File: config.mk
export PLATFORM = sky130hd
export DESIGN_NAME = pio_cycle_seq
export DESIGN_NICKNAME = d
export VERILOG_FILES = /design/src/rtl/pio_seq_pkg.sv /design/src/rtl/pio_sync2.sv /design/src/rtl/pio_timing_regs.sv /design/src/rtl/pio_cycle_seq.sv
export SDC_FILE = /design/constraint.sdc
export NUM_CORES = 1
export LEC_CHECK = 0
export ABC_AREA = 0
export BUFFER_PORTS_ARGS = -buffer_cell sky130_fd_sc_hd__buf_4
export CAP_MARGIN = 25
export CORE_MARGIN = 2
export CORE_UTILIZATION = 63
export CTS_CLUSTER_SIZE = 20
export DETAILED_ROUTE_END_ITERATION = 6
export GPL_TIMING_DRIVEN = 0
export PLACE_DENSITY = 0.86
export SETUP_SLACK_MARGIN = 0.2
export SLEW_MARGIN = 20
export SYNTH_ARGS = -nofsm -noshare
export SYNTH_HDL_FRONTEND = slang
export SYNTH_SLANG_ARGS = --single-unit
export TNS_END_PERCENT = 5
File: constraint.sdc
create_clock -name clk -period 9.3 [get_ports clk]
set_clock_uncertainty 0.1 [all_clocks]
set_input_delay 0.465 -clock clk [delete_from_list [all_inputs] [get_ports clk]]
set_output_delay 0.465 -clock clk [all_outputs]
set_load 0.05 [all_outputs]
File: src/rtl/pio_seq_pkg.sv
package pio_seq_pkg;
  localparam int NREG = 8;

  localparam logic [2:0] SEL_T1  = 3'd0;
  localparam logic [2:0] SEL_T2W = 3'd1;
  localparam logic [2:0] SEL_T2B = 3'd2;
  localparam logic [2:0] SEL_T2I = 3'd3;
  localparam logic [2:0] SEL_T4  = 3'd4;
  localparam logic [2:0] SEL_T9  = 3'd5;
  localparam logic [2:0] SEL_T0  = 3'd6;
  localparam logic [2:0] SEL_TMO = 3'd7;

  typedef enum logic [2:0] {
    S_IDLE, S_SETUP, S_STRB, S_HOLD, S_RECOV, S_ACK
  } pio_st_e;

  // a programmed count of zero still yields one cycle
  function automatic int unsigned ph_len(input int unsigned v);
    return (v == 0) ? 1 : v;
  endfunction

  // address hold after strobe; writes also cover the data hold
  function automatic int unsigned hold_len(input int unsigned t9,
                                           input int unsigned t4,
                                           input logic wr);
    if (wr && (t4 > t9)) return ph_len(t4);
    return ph_len(t9);
  endfunction

  // recovery ends once its own minimum and the cycle-time floor are met
  function automatic logic recov_done(input int unsigned rcnt,
                                      input int unsigned tot,
                                      input int unsigned t2i,
                                      input int unsigned t0);
    return ((rcnt + 1) >= ph_len(t2i)) && ((tot + 1) >= t0);
  endfunction
endpackage

File: src/rtl/pio_sync2.sv
module pio_sync2 (
  input  logic clk,
  input  logic rst_n,
  input  logic d,
  output logic q
);
  logic s1;
  always_ff @(posedge clk or negedge rst_n) begin
    if (!rst_n) begin
      s1 <= 1'b1;
      q  <= 1'b1;
    end else begin
      s1 <= d;
      q  <= s1;
    end
  end
endmodule

File: src/rtl/pio_timing_regs.sv
module pio_timing_regs #(
  parameter int CW      = 8,
  parameter int RST_CNT = 2,
  parameter int RST_TMO = 64
) (
  input  logic          clk,
  input  logic          rst_n,
  input  logic          wr_en,
  input  logic [2:0]    sel,
  input  logic [CW-1:0] val,
  output logic [CW-1:0] t_q [pio_seq_pkg::NREG]
);
  import pio_seq_pkg::*;

  for (genvar i = 0; i < NREG; i++) begin : g_reg
    localparam logic [CW-1:0] RV = (i == int'(SEL_TMO)) ? CW'(RST_TMO) : CW'(RST_CNT);
    always_ff @(posedge clk or negedge rst_n) begin
      if (!rst_n)                          t_q[i] <= RV;
      else if (wr_en && (sel == 3'(i)))    t_q[i] <= val;
    end
  end
endmodule

File: src/rtl/pio_cycle_seq.sv
module pio_cycle_seq #(
  parameter int CW = 8,
  parameter int AW = 4,
  parameter int DW = 16
) (
  input  logic          clk,
  input  logic          rst_n,
  input  logic          cfg_we,
  input  logic [2:0]    cfg_sel,
  input  logic [CW-1:0] cfg_val,
  input  logic          req,
  input  logic          req_wr,
  input  logic          req_byte,
  input  logic [AW-1:0] req_addr,
  input  logic [DW-1:0] req_wdata,
  output logic          ack,
  output logic [DW-1:0] rdata,
  output logic          tmo_err,
  output logic [AW-1:0] ata_addr,
  output logic          addr_vld,
  output logic          dior_n,
  output logic          diow_n,
  output logic [DW-1:0] dd_out,
  output logic          dd_oe,
  input  logic [DW-1:0] dd_in,
  input  logic          iordy
);
  import pio_seq_pkg::*;

  localparam int TW = CW + 1;

  pio_st_e       st, st_nx;
  logic [CW-1:0] cnt, wcnt;
  logic [TW-1:0] tot;
  logic          lat_wr, lat_byte;
  logic [AW-1:0] lat_addr;
  logic [DW-1:0] lat_wdata;
  logic          iordy_s;
  logic [CW-1:0] treg [NREG];
  logic [CW-1:0] t2_cur;

  // named internal events
  logic ev_accept, ev_setup_end, ev_strb_end, ev_timeout, ev_hold_end, ev_recov_end;
  logic stall, cfg_take;

  assign cfg_take = cfg_we && (st == S_IDLE);

  pio_timing_regs #(.CW(CW)) u_regs (
    .clk(clk), .rst_n(rst_n), .wr_en(cfg_take), .sel(cfg_sel), .val(cfg_val), .t_q(treg)
  );

  pio_sync2 u_rdy (.clk(clk), .rst_n(rst_n), .d(iordy), .q(iordy_s));

  assign t2_cur       = lat_byte ? treg[SEL_T2B] : treg[SEL_T2W];
  assign ev_accept    = (st == S_IDLE) && req;
  assign ev_setup_end = (st == S_SETUP) && ((32'(cnt) + 1) >= ph_len(32'(treg[SEL_T1])));
  assign stall        = (st == S_STRB) && !iordy_s;
  assign ev_timeout   = stall && ((32'(wcnt) + 1) >= ph_len(32'(treg[SEL_TMO])));
  assign ev_strb_end  = (st == S_STRB) &&
                        ((!stall && ((32'(cnt) + 1) >= ph_len(32'(t2_cur)))) || ev_timeout);
  assign ev_hold_end  = (st == S_HOLD) &&
                        ((32'(cnt) + 1) >= hold_len(32'(treg[SEL_T9]), 32'(treg[SEL_T4]), lat_wr));
  assign ev_recov_end = (st == S_RECOV) &&
                        recov_done(32'(cnt), 32'(tot), 32'(treg[SEL_T2I]), 32'(treg[SEL_T0]));

  always_comb begin
    st_nx = st;
    unique case (st)
      S_IDLE:  if (ev_accept)    st_nx = S_SETUP;
      S_SETUP: if (ev_setup_end) st_nx = S_STRB;
      S_STRB:  if (ev_strb_end)  st_nx = S_HOLD;
      S_HOLD:  if (ev_hold_end)  st_nx = S_RECOV;
      S_RECOV: if (ev_recov_end) st_nx = S_ACK;
      S_ACK:                     st_nx = S_IDLE;
      default:                   st_nx = S_IDLE;
    endcase
  end

  always_ff @(posedge clk or negedge rst_n) begin
    if (!rst_n) begin
      st <= S_IDLE;
      cnt <= '0;
      wcnt <= '0;
      tot <= '0;
      lat_wr <= 1'b0;
      lat_byte <= 1'b0;
      lat_addr <= '0;
      lat_wdata <= '0;
      rdata <= '0;
      tmo_err <= 1'b0;
    end else begin
      st <= st_nx;
      if (ev_accept) begin
        lat_wr    <= req_wr;
        lat_byte  <= req_byte;
        lat_addr  <= req_addr;
        lat_wdata <= req_wdata;
        tmo_err   <= 1'b0;
        tot       <= '0;
      end else if (st != S_IDLE && st != S_ACK && tot != '1) begin
        tot <= tot + 1'b1;
      end
      if (st_nx != st)  cnt <= '0;
      else if (!stall)  cnt <= cnt + 1'b1;
      if (st != S_STRB) wcnt <= '0;
      else if (stall)   wcnt <= wcnt + 1'b1;
      if (ev_strb_end && !lat_wr) rdata <= dd_in;
      if (ev_timeout) tmo_err <= 1'b1;
    end
  end

  assign ack      = (st == S_ACK);
  assign addr_vld = (st == S_SETUP) || (st == S_STRB) || (st == S_HOLD);
  assign ata_addr = lat_addr;
  assign dd_out   = lat_wdata;
  assign dior_n   = !((st == S_STRB) && !lat_wr);
  assign diow_n   = !((st == S_STRB) && lat_wr);
  assign dd_oe    = lat_wr && ((st == S_SETUP) || (st == S_STRB) ||
                               ((st == S_HOLD) && (cnt < treg[SEL_T4])));

  // ---------------- assertions ----------------
  p_strobe_in_window_r4: assert property (@(posedge clk) disable iff (!rst_n)
    (!dior_n || !diow_n) |-> addr_vld);
  p_addr_steady_r4: assert property (@(posedge clk) disable iff (!rst_n)
    (addr_vld && $past(addr_vld)) |-> $stable(ata_addr));
  p_no_oe_on_read_r5: assert property (@(posedge clk) disable iff (!rst_n)
    !dior_n |-> !dd_oe);
  p_ack_single_r7: assert property (@(posedge clk) disable iff (!rst_n)
    ack |=> !ack);
  p_stall_freeze_r9: assert property (@(posedge clk) disable iff (!rst_n)
    (stall && !ev_timeout) |=> (st == S_STRB && $stable(cnt)));
  p_err_source_r10: assert property (@(posedge clk) disable iff (!rst_n)
    $rose(tmo_err) |-> $past(stall));
  p_cfg_frozen_r11: assert property (@(posedge clk) disable iff (!rst_n)
    (st != S_IDLE && $past(st != S_IDLE)) |-> ($stable(treg[SEL_T1]) && $stable(treg[SEL_T0])));
endmodule

==> results.json, run 1 <==
{
  "hold_viol": 0,
  "rsz0062_at_grt": "false",
  "drv_slew": 0,
  "cts_tree": "built",
  "postSynthNetCount": 843,
  "period_share": 0.481,
  "finalCriticalPeriod_ps": 4480,
  "cap_violations": 0,
  "r2r_cells": 14,
  "gr-total-overflow": 0,
  "core_um2": 11600,
  "cts_max_path_buffers": 2,
  "path_clk_slew_ps": 60,
  "synth-warning-count": 0,
  "routed_wl_um": 19400,
  "io_buffer_count": 93,
  "worst_hold_path.num_cells": 1,
  "synth_mux_area_frac": 0.128,
  "fmax_ghz": 0.223,
  "vias": 6115,
  "yosys.area_share.simple": 0.149,
  "grt_pass1_wl_um": 31200,
  "worstMarginPinSlew_ps": 896,
  "ir_worst_vdd_mv": 0.228,
  "drive_above_1_share": 0.258,
  "area_growth_syn_to_layout_pct": 20.7,
  "max_stage_delay_ps": 560,
  "finalSetupTns_ps": 0,
  "grt_max_degree": 71,
  "synth_flop_cell": "dfrtp_1",
  "setup_viol": 0,
  "ys_async_sr_fraction": 1.00,
  "n_antenna_cell": 0,
  "synth_top_family_by_area": "simple AND/OR/NAND/NOR gates",
  "pin_count": 96,
  "cp_top_family": "compound AO/OA/AOI/OAI gates",
  "via_per_inst": 6.16,
  "wl_per_cell_um": 19.5,
  "die_h_um": 113,
  "insertion_delay_ps": 420,
  "yosys.area.top_type": "dfrtp_1",
  "worst_setup_path_start_kind": "register",
  "post-route-util": 0.787,
  "synth_seq_cells": 133,
  "crit_path_end_kind": "register",
  "synth_edf_count": 0,
  "synth.area.top_cells": "dfrtp_1, ha_1, mux2_2, nand2_1, dfstp_2",
  "antenna_found_initial": 1,
  "synth-xor-area-share": 0.0314,
  "cts_resized": 0,
  "die_area_um2": 12900,
  "die_x_um": 113,
  "grt_pass1_vias": 6388,
  "slew_headroom": 0.398,
  "synth_compound_area_frac": 0.0951,
  "drc": 0,
  "crit_chain": "inv_1 > ha_1 > nor2b_1 > o21a_1 > o21ai_0 > a21oi_1 > o221ai_2 > mux2i_1 > ha_1 > a22o_1 > o41a_1 > a2111oi_2 > a21oi_1 > nor4b_1",
  "yosysMostFrequentCell": "dfrtp_1",
  "synth.avg_cell_area_um2": 10.4,
  "netlist.area_leader.share": 0.408,
  "synthTopCellsByCount": "dfrtp_1, nand2_1, ha_1, mux2_2, inv_1",
  "gp_congestion": 0.942,
  "ctsRootBufferMaster": "clkbuf_16",
  "dr.pass1.iters": 7,
  "grt_usage": 0.314,
  "status": "completed",
  "ys_seq_area_frac": 0.443,
  "dp_hpwl_um": 13400,
  "worstPathMaxFanout": 8,
  "synth_area_um2": 7540,
  "crit_slowest_cell": "dfstp_2",
  "cts_max_level": 4,
  "yosysUniqueCellTypes": 67,
  "leakage_nw": 4.46,
  "synth_adder_area_share": 0.111,
  "start_util": 0.652,
  "antenna_left": 0,
  "numCtsBuffers": 17,
  "cp.depth": 14,
  "first_iter_violations": 416,
  "synth_cells": 722,
  "arrival_ps": 4670,
  "path_class": "register to register",
  "critical_path_buf_inv_count": 1,
  "worst_hold_path_type": "input port to register",
  "p_per_area_nw_per_um2": 353,
  "fin_nets": 957,
  "worstPathRequired_ps": 9500,
  "cts.sink_count": 133,
  "rows": 39
}
-- final cells by class --
type	instances	area, µm²
Sequential cell	133	3340
Clock inverter	11	173
Timing Repair Buffer	95	739
Inverter	54	203
Tap cell	143	179
Multi-Input combinational cell	511	3880
Fill cell	712	2470
Clock buffer	21	470
Buffer	24	115
-- layout by cell type (no fill, tap or decap), types with 4 or more instances in the layout --
master,instances
a211oi_1,5
a21o_1,4
a21oi_1,19
and3_1,4
buf_4,92
bufinv_16,4
clkbuf_1,22
clkbuf_16,17
clkinvlp_4,4
dfrtp_1,123
dfstp_2,10
ha_1,67
inv_1,54
mux2_2,56
mux2_4,10
mux2i_1,18
nand2_1,101
nand2b_1,9
nand3_1,19
nand4_1,6
nor2_1,29
nor2b_1,4
nor3_1,6
nor4_1,5
nor4b_1,9
o21a_1,6
o21ai_0,45
or3_1,8
xnor2_1,16
xor2_1,11
-- final timing paths --
path | startpoint | endpoint | slack, ps
worst min-delay path | iordy | u_rdy.s1$_DFF_PN1_ | 50
worst max register to register | u_regs.t_q[17]$_DFFE_PN1P_ | cnt[3]$_DFFE_PN0P_ | 4820
worst min register to register | u_rdy.s1$_DFF_PN1_ | u_rdy.q$_DFF_PN1_ | 260
min in group asynchronous | rst_n | cnt[0]$_DFFE_PN0P_ | 520
max in group asynchronous | rst_n | u_regs.t_q[33]$_DFFE_PN1P_ | 7820
worst max-delay path | u_regs.t_q[17]$_DFFE_PN1P_ | cnt[3]$_DFFE_PN0P_ | 4820
-- report_power, final --
part	total, W	switching (W)	internal (W)
clock network	0.000727	0.000257	0.000471
registers	0.00101	0.000195	0.000814
logic	0.00148	0.000871	0.000608
-- worst reg2reg max path, stage by stage, from the launching register on --
cell	delay, ps
dfstp_2	560
inv_1	50
ha_1	290
nor2b_1	140
o21a_1	170
o21ai_0	160
a21oi_1	100
o221ai_2	500
mux2i_1	320
ha_1	290
a22o_1	240
o41a_1	360
a2111oi_2	380
a21oi_1	340
nor4b_1	360
-- state kept, by name, summed over array words and instances, names as in the netlist --
name,flops
lat_wr,1
wcnt,8
tot,9
u_regs.t_q,64
u_rdy.s1,1
u_rdy.q,1
dd_out,16
tmo_err,1
ata_addr,4
st,3
cnt,8
lat_byte,1
rdata,16
-- stage by stage --
stage / setup WS [ps] / hold slack, ps / instances / instance area [µm²] / total power (W)
2_1_floorplan: 5560 / 69.4 / 722 / 7540 / 0.00199
3_3_place_gp: 5180 / 247 / 958 / 8410 / 0.00232
3_5_place_dp: 4980 / 248 / 959 / 8440 / 0.00242
4_1_cts: 4890 / 37.6 / 992 / 9100 / 0.00320
5_1_grt: 4550 / 34.5 / 992 / 9100 / 0.00341
6_report: 4820 / 48.0 / 992 / 9100 / 0.00321
-- routing by layer --
layer	up-vias	global-route usage	share of wire
met5	-	0	0
met4	0	0.137	0.036
met3	66	0.0786	0.059
met2	230	0.539	0.52
met1	3052	0.376	0.39
li1	2767	-	-
-- timing repair --
| action | 4_1_cts | 5_1_grt |
|---|---|---|
| setup buffers | 0 | 0 |
| endpoints found under the hold margin | 56 | 0 |
| hold buffers | 1 | 0 |
-- logic make-up after synthesis --
family | after synthesis
fa+ha+maj | 67
simple gates | 223
buf+inv | 78
flops | 133
compound gates | 110
mux | 84
xor+xnor | 27
(Power assumes the default switching activity.)
==> run 2, diff against run 1 <==
Settings changed: CORE_UTILIZATION 63 to 59, PLACE_DENSITY 0.86 to 0.81.
Clock period 9.3 ns to 4.55 ns, I/O delays scaled along.
==> run 2 against run 1 <==
Critical path depth grew 1. First-iteration DRC count grew 58%. Register-to-register slack got worse by 4400 ps. Sequential power is 110% higher. Global-route usage up 1.6 points. Clock power up 100%. Power is 110% higher. Combinational power increased by 110%. Cell area rose by 5.0%. Worst hold slack lost 32 ps. Count of clock-buffer cells in the layout rose by 3. Critical endpoint is now cnt[6]$_DFFE_PN0P_. Highest routed layer unchanged.
==> results.json, run 2 (synthesized netlist as in run 1, its figures left out) <==
{
  "status": "completed",
  "die_x_um": 117,
  "worstMarginPinSlew_ps": 850,
  "finalSetupTns_ps": 0,
  "setup_viol": 0,
  "pin_count": 96,
  "fin_nets": 998,
  "whs_ps": 16.0,
  "worstPathRequired_ps": 4750,
  "grt_pass1_vias": 6678,
  "n_antenna_cell": 0,
  "stdcell_area_um2": 9560,
  "largest_reg_flops": 64,
  "dr.pass1.iters": 5,
  "clkPwrFrac": 0.221,
  "seqPwrFrac": 0.312,
  "worst_setup_path_start_kind": "register",
  "reg2reg_slack_ps": 400,
  "hold_viol": 0,
  "max_stage_delay_ps": 560,
  "via_per_inst": 6.11,
  "setup_ws_ps": 402,
  "wl_per_cell_um": 20.0,
  "grt_usage": 0.329,
  "drc": 0,
  "rows": 41,
  "io_buffer_count": 93,
  "die_h_um": 117,
  "antenna_left": 0,
  "drive_above_1_share": 0.246,
  "cp-startpoint": "u_regs.t_q[17]$_DFFE_PN1P_",
  "routed_wl_um": 21200,
  "path_class": "register to register",
  "cp_top_family": "compound AO/OA/AOI/OAI gates",
  "worst_hold_path_type": "input port to register",
  "worstPathMaxFanout": 8,
  "period_share": 0.912,
  "r2r_start": "u_regs.t_q[17]$_DFFE_PN1P_",
  "cts_tree": "built",
  "arrival_ps": 4340,
  "area_growth_syn_to_layout_pct": 26.8,
  "start_util": 0.600,
  "switching_share": 0.416,
  "internal-power_w": 0.00391,
  "antenna_found_initial": 0,
  "layout_common_cells": "dfrtp_1, nand2_1, buf_4",
  "post-route-util": 0.760,
  "ir_worst_vdd_mv": 0.449,
  "die_area_um2": 13700,
  "p_per_area_nw_per_um2": 701,
  "top_register": "u_regs.t_q",
  "layout_commonest_cell": "dfrtp_1",
  "dp_hpwl_um": 13500,
  "crit_chain": "inv_1 > ha_1 > nor2b_1 > o21a_1 > o21ai_0 > a21oi_1 > o221ai_4 > mux2i_1 > ha_1 > o211ai_1 > a21oi_1 > o41a_1 > a2111oi_4 > a21oi_2 > nor4b_1",
  "cts_max_level": 4,
  "cts_max_path_buffers": 2,
  "leakage_nw": 4.64,
  "grt_pass1_wl_um": 33700,
  "rsz0062_at_grt": "false",
  "crit_path_end_kind": "register",
  "gp_congestion": 0.913,
  "switchingPower_w": 0.00278,
  "ctsRootBufferMaster": "clkbuf_16",
  "vias": 6490,
  "drv_slew": 0,
  "core_um2": 12600,
  "p_comb_frac": 0.468,
  "crit_slowest_cell": "dfstp_2",
  "hold_start": "cfg_val[7]",
  "critical_path_buf_inv_count": 1,
  "place_ws_ps": 212,
  "path_clk_slew_ps": 60,
  "fmax_ghz": 0.241,
  "slew_headroom": 0.425,
  "insertion_delay_ps": 440,
  "gr-total-overflow": 0,
  "place_area_um2": 8480,
  "first_iter_violations": 659,
  "cts.sink_count": 133,
  "numCtsBuffers": 17,
  "grt_max_degree": 71,
  "finalCriticalPeriod_ps": 4150,
  "cap_violations": 0
}
-- run 2: cell count changes in the layout (fill, tap and decap cells not counted), moves of 2 or more --
cell | previous run | this run
clkinvlp_4 | 4 | 1
clkbuf_1 | 22 | 25
buf_4 | 92 | 94
dlygate4sd3_1 | 1 | 40
-- run 2: layout make-up --
| type | instances | area [µm²] |
|---|---|---|
| Buffer | 24 | 115 |
| Clock buffer | 24 | 482 |
| Clock inverter | 8 | 146 |
| Fill cell | 779 | 3010 |
| Inverter | 54 | 203 |
| Multi-Input combinational cell | 511 | 3910 |
| Sequential cell | 133 | 3340 |
| Tap cell | 172 | 215 |
| Timing Repair Buffer | 136 | 1150 |
-- run 2: power by group through the flow --
stage / registers (W) / logic (W) / clock network [W]
after floorplan: 0.00234 / 0.00174 / 0
final: 0.00209 / 0.00313 / 0.00148
after detailed placement: 0.00205 / 0.00291 / 0
after global routing: 0.00213 / 0.00342 / 0.00155
after global placement: 0.00202 / 0.00274 / 0
after CTS: 0.00205 / 0.00302 / 0.00147
-- run 2: final timing paths --
kind,cells after the start,end
worst max-delay path,15,cnt[6]$_DFFE_PN0P_
max in group asynchronous,3,u_regs.t_q[33]$_DFFE_PN1P_
worst min register to register,0,u_rdy.q$_DFF_PN1_
worst max register to register,15,cnt[6]$_DFFE_PN0P_
worst min-delay path,3,u_regs.t_q[63]$_DFFE_PN0P_
min in group asynchronous,2,cnt[2]$_DFFE_PN0P_
-- run 2: repair_timing --
| item | in CTS | in global routing |
|---|---|---|
| setup buffers | 0 | 2 |
| pin swaps | 0 | 1 |
| hold endpoints to repair | 100 | 0 |
| gates resized for setup | 1 | 2 |
| setup endpoints to repair | 5 | 8 |
| hold buffers | 40 | 0 |
-- run 2: routing by layer --
metal / GRT usage / part of all wire
met2: 0.550 / 0.51
met3: 0.0865 / 0.064
met1: 0.382 / 0.37
met5: 0 / 0
met4: 0.199 / 0.055
-- run 2: worst register-to-register path, stage by stage, from the launching register on --
cell       delay, ps
dfstp_2          560
inv_1             50
ha_1             300
nor2b_1          140
o21a_1           170
o21ai_0          140
a21oi_1          120
o221ai_4         320
mux2i_1          240
ha_1             250
o211ai_1         190
a21oi_1           70
o41a_1           440
a2111oi_4        320
a21oi_2          220
nor4b_1          390
-- run 2: metrics by stage --
step	instances	power, W
5_1_grt	1062	0.00710
2_1_floorplan	722	0.00408
4_1_cts	1060	0.00653
3_3_place_gp	987	0.00476
3_5_place_dp	988	0.00496
6_report	1062	0.00670
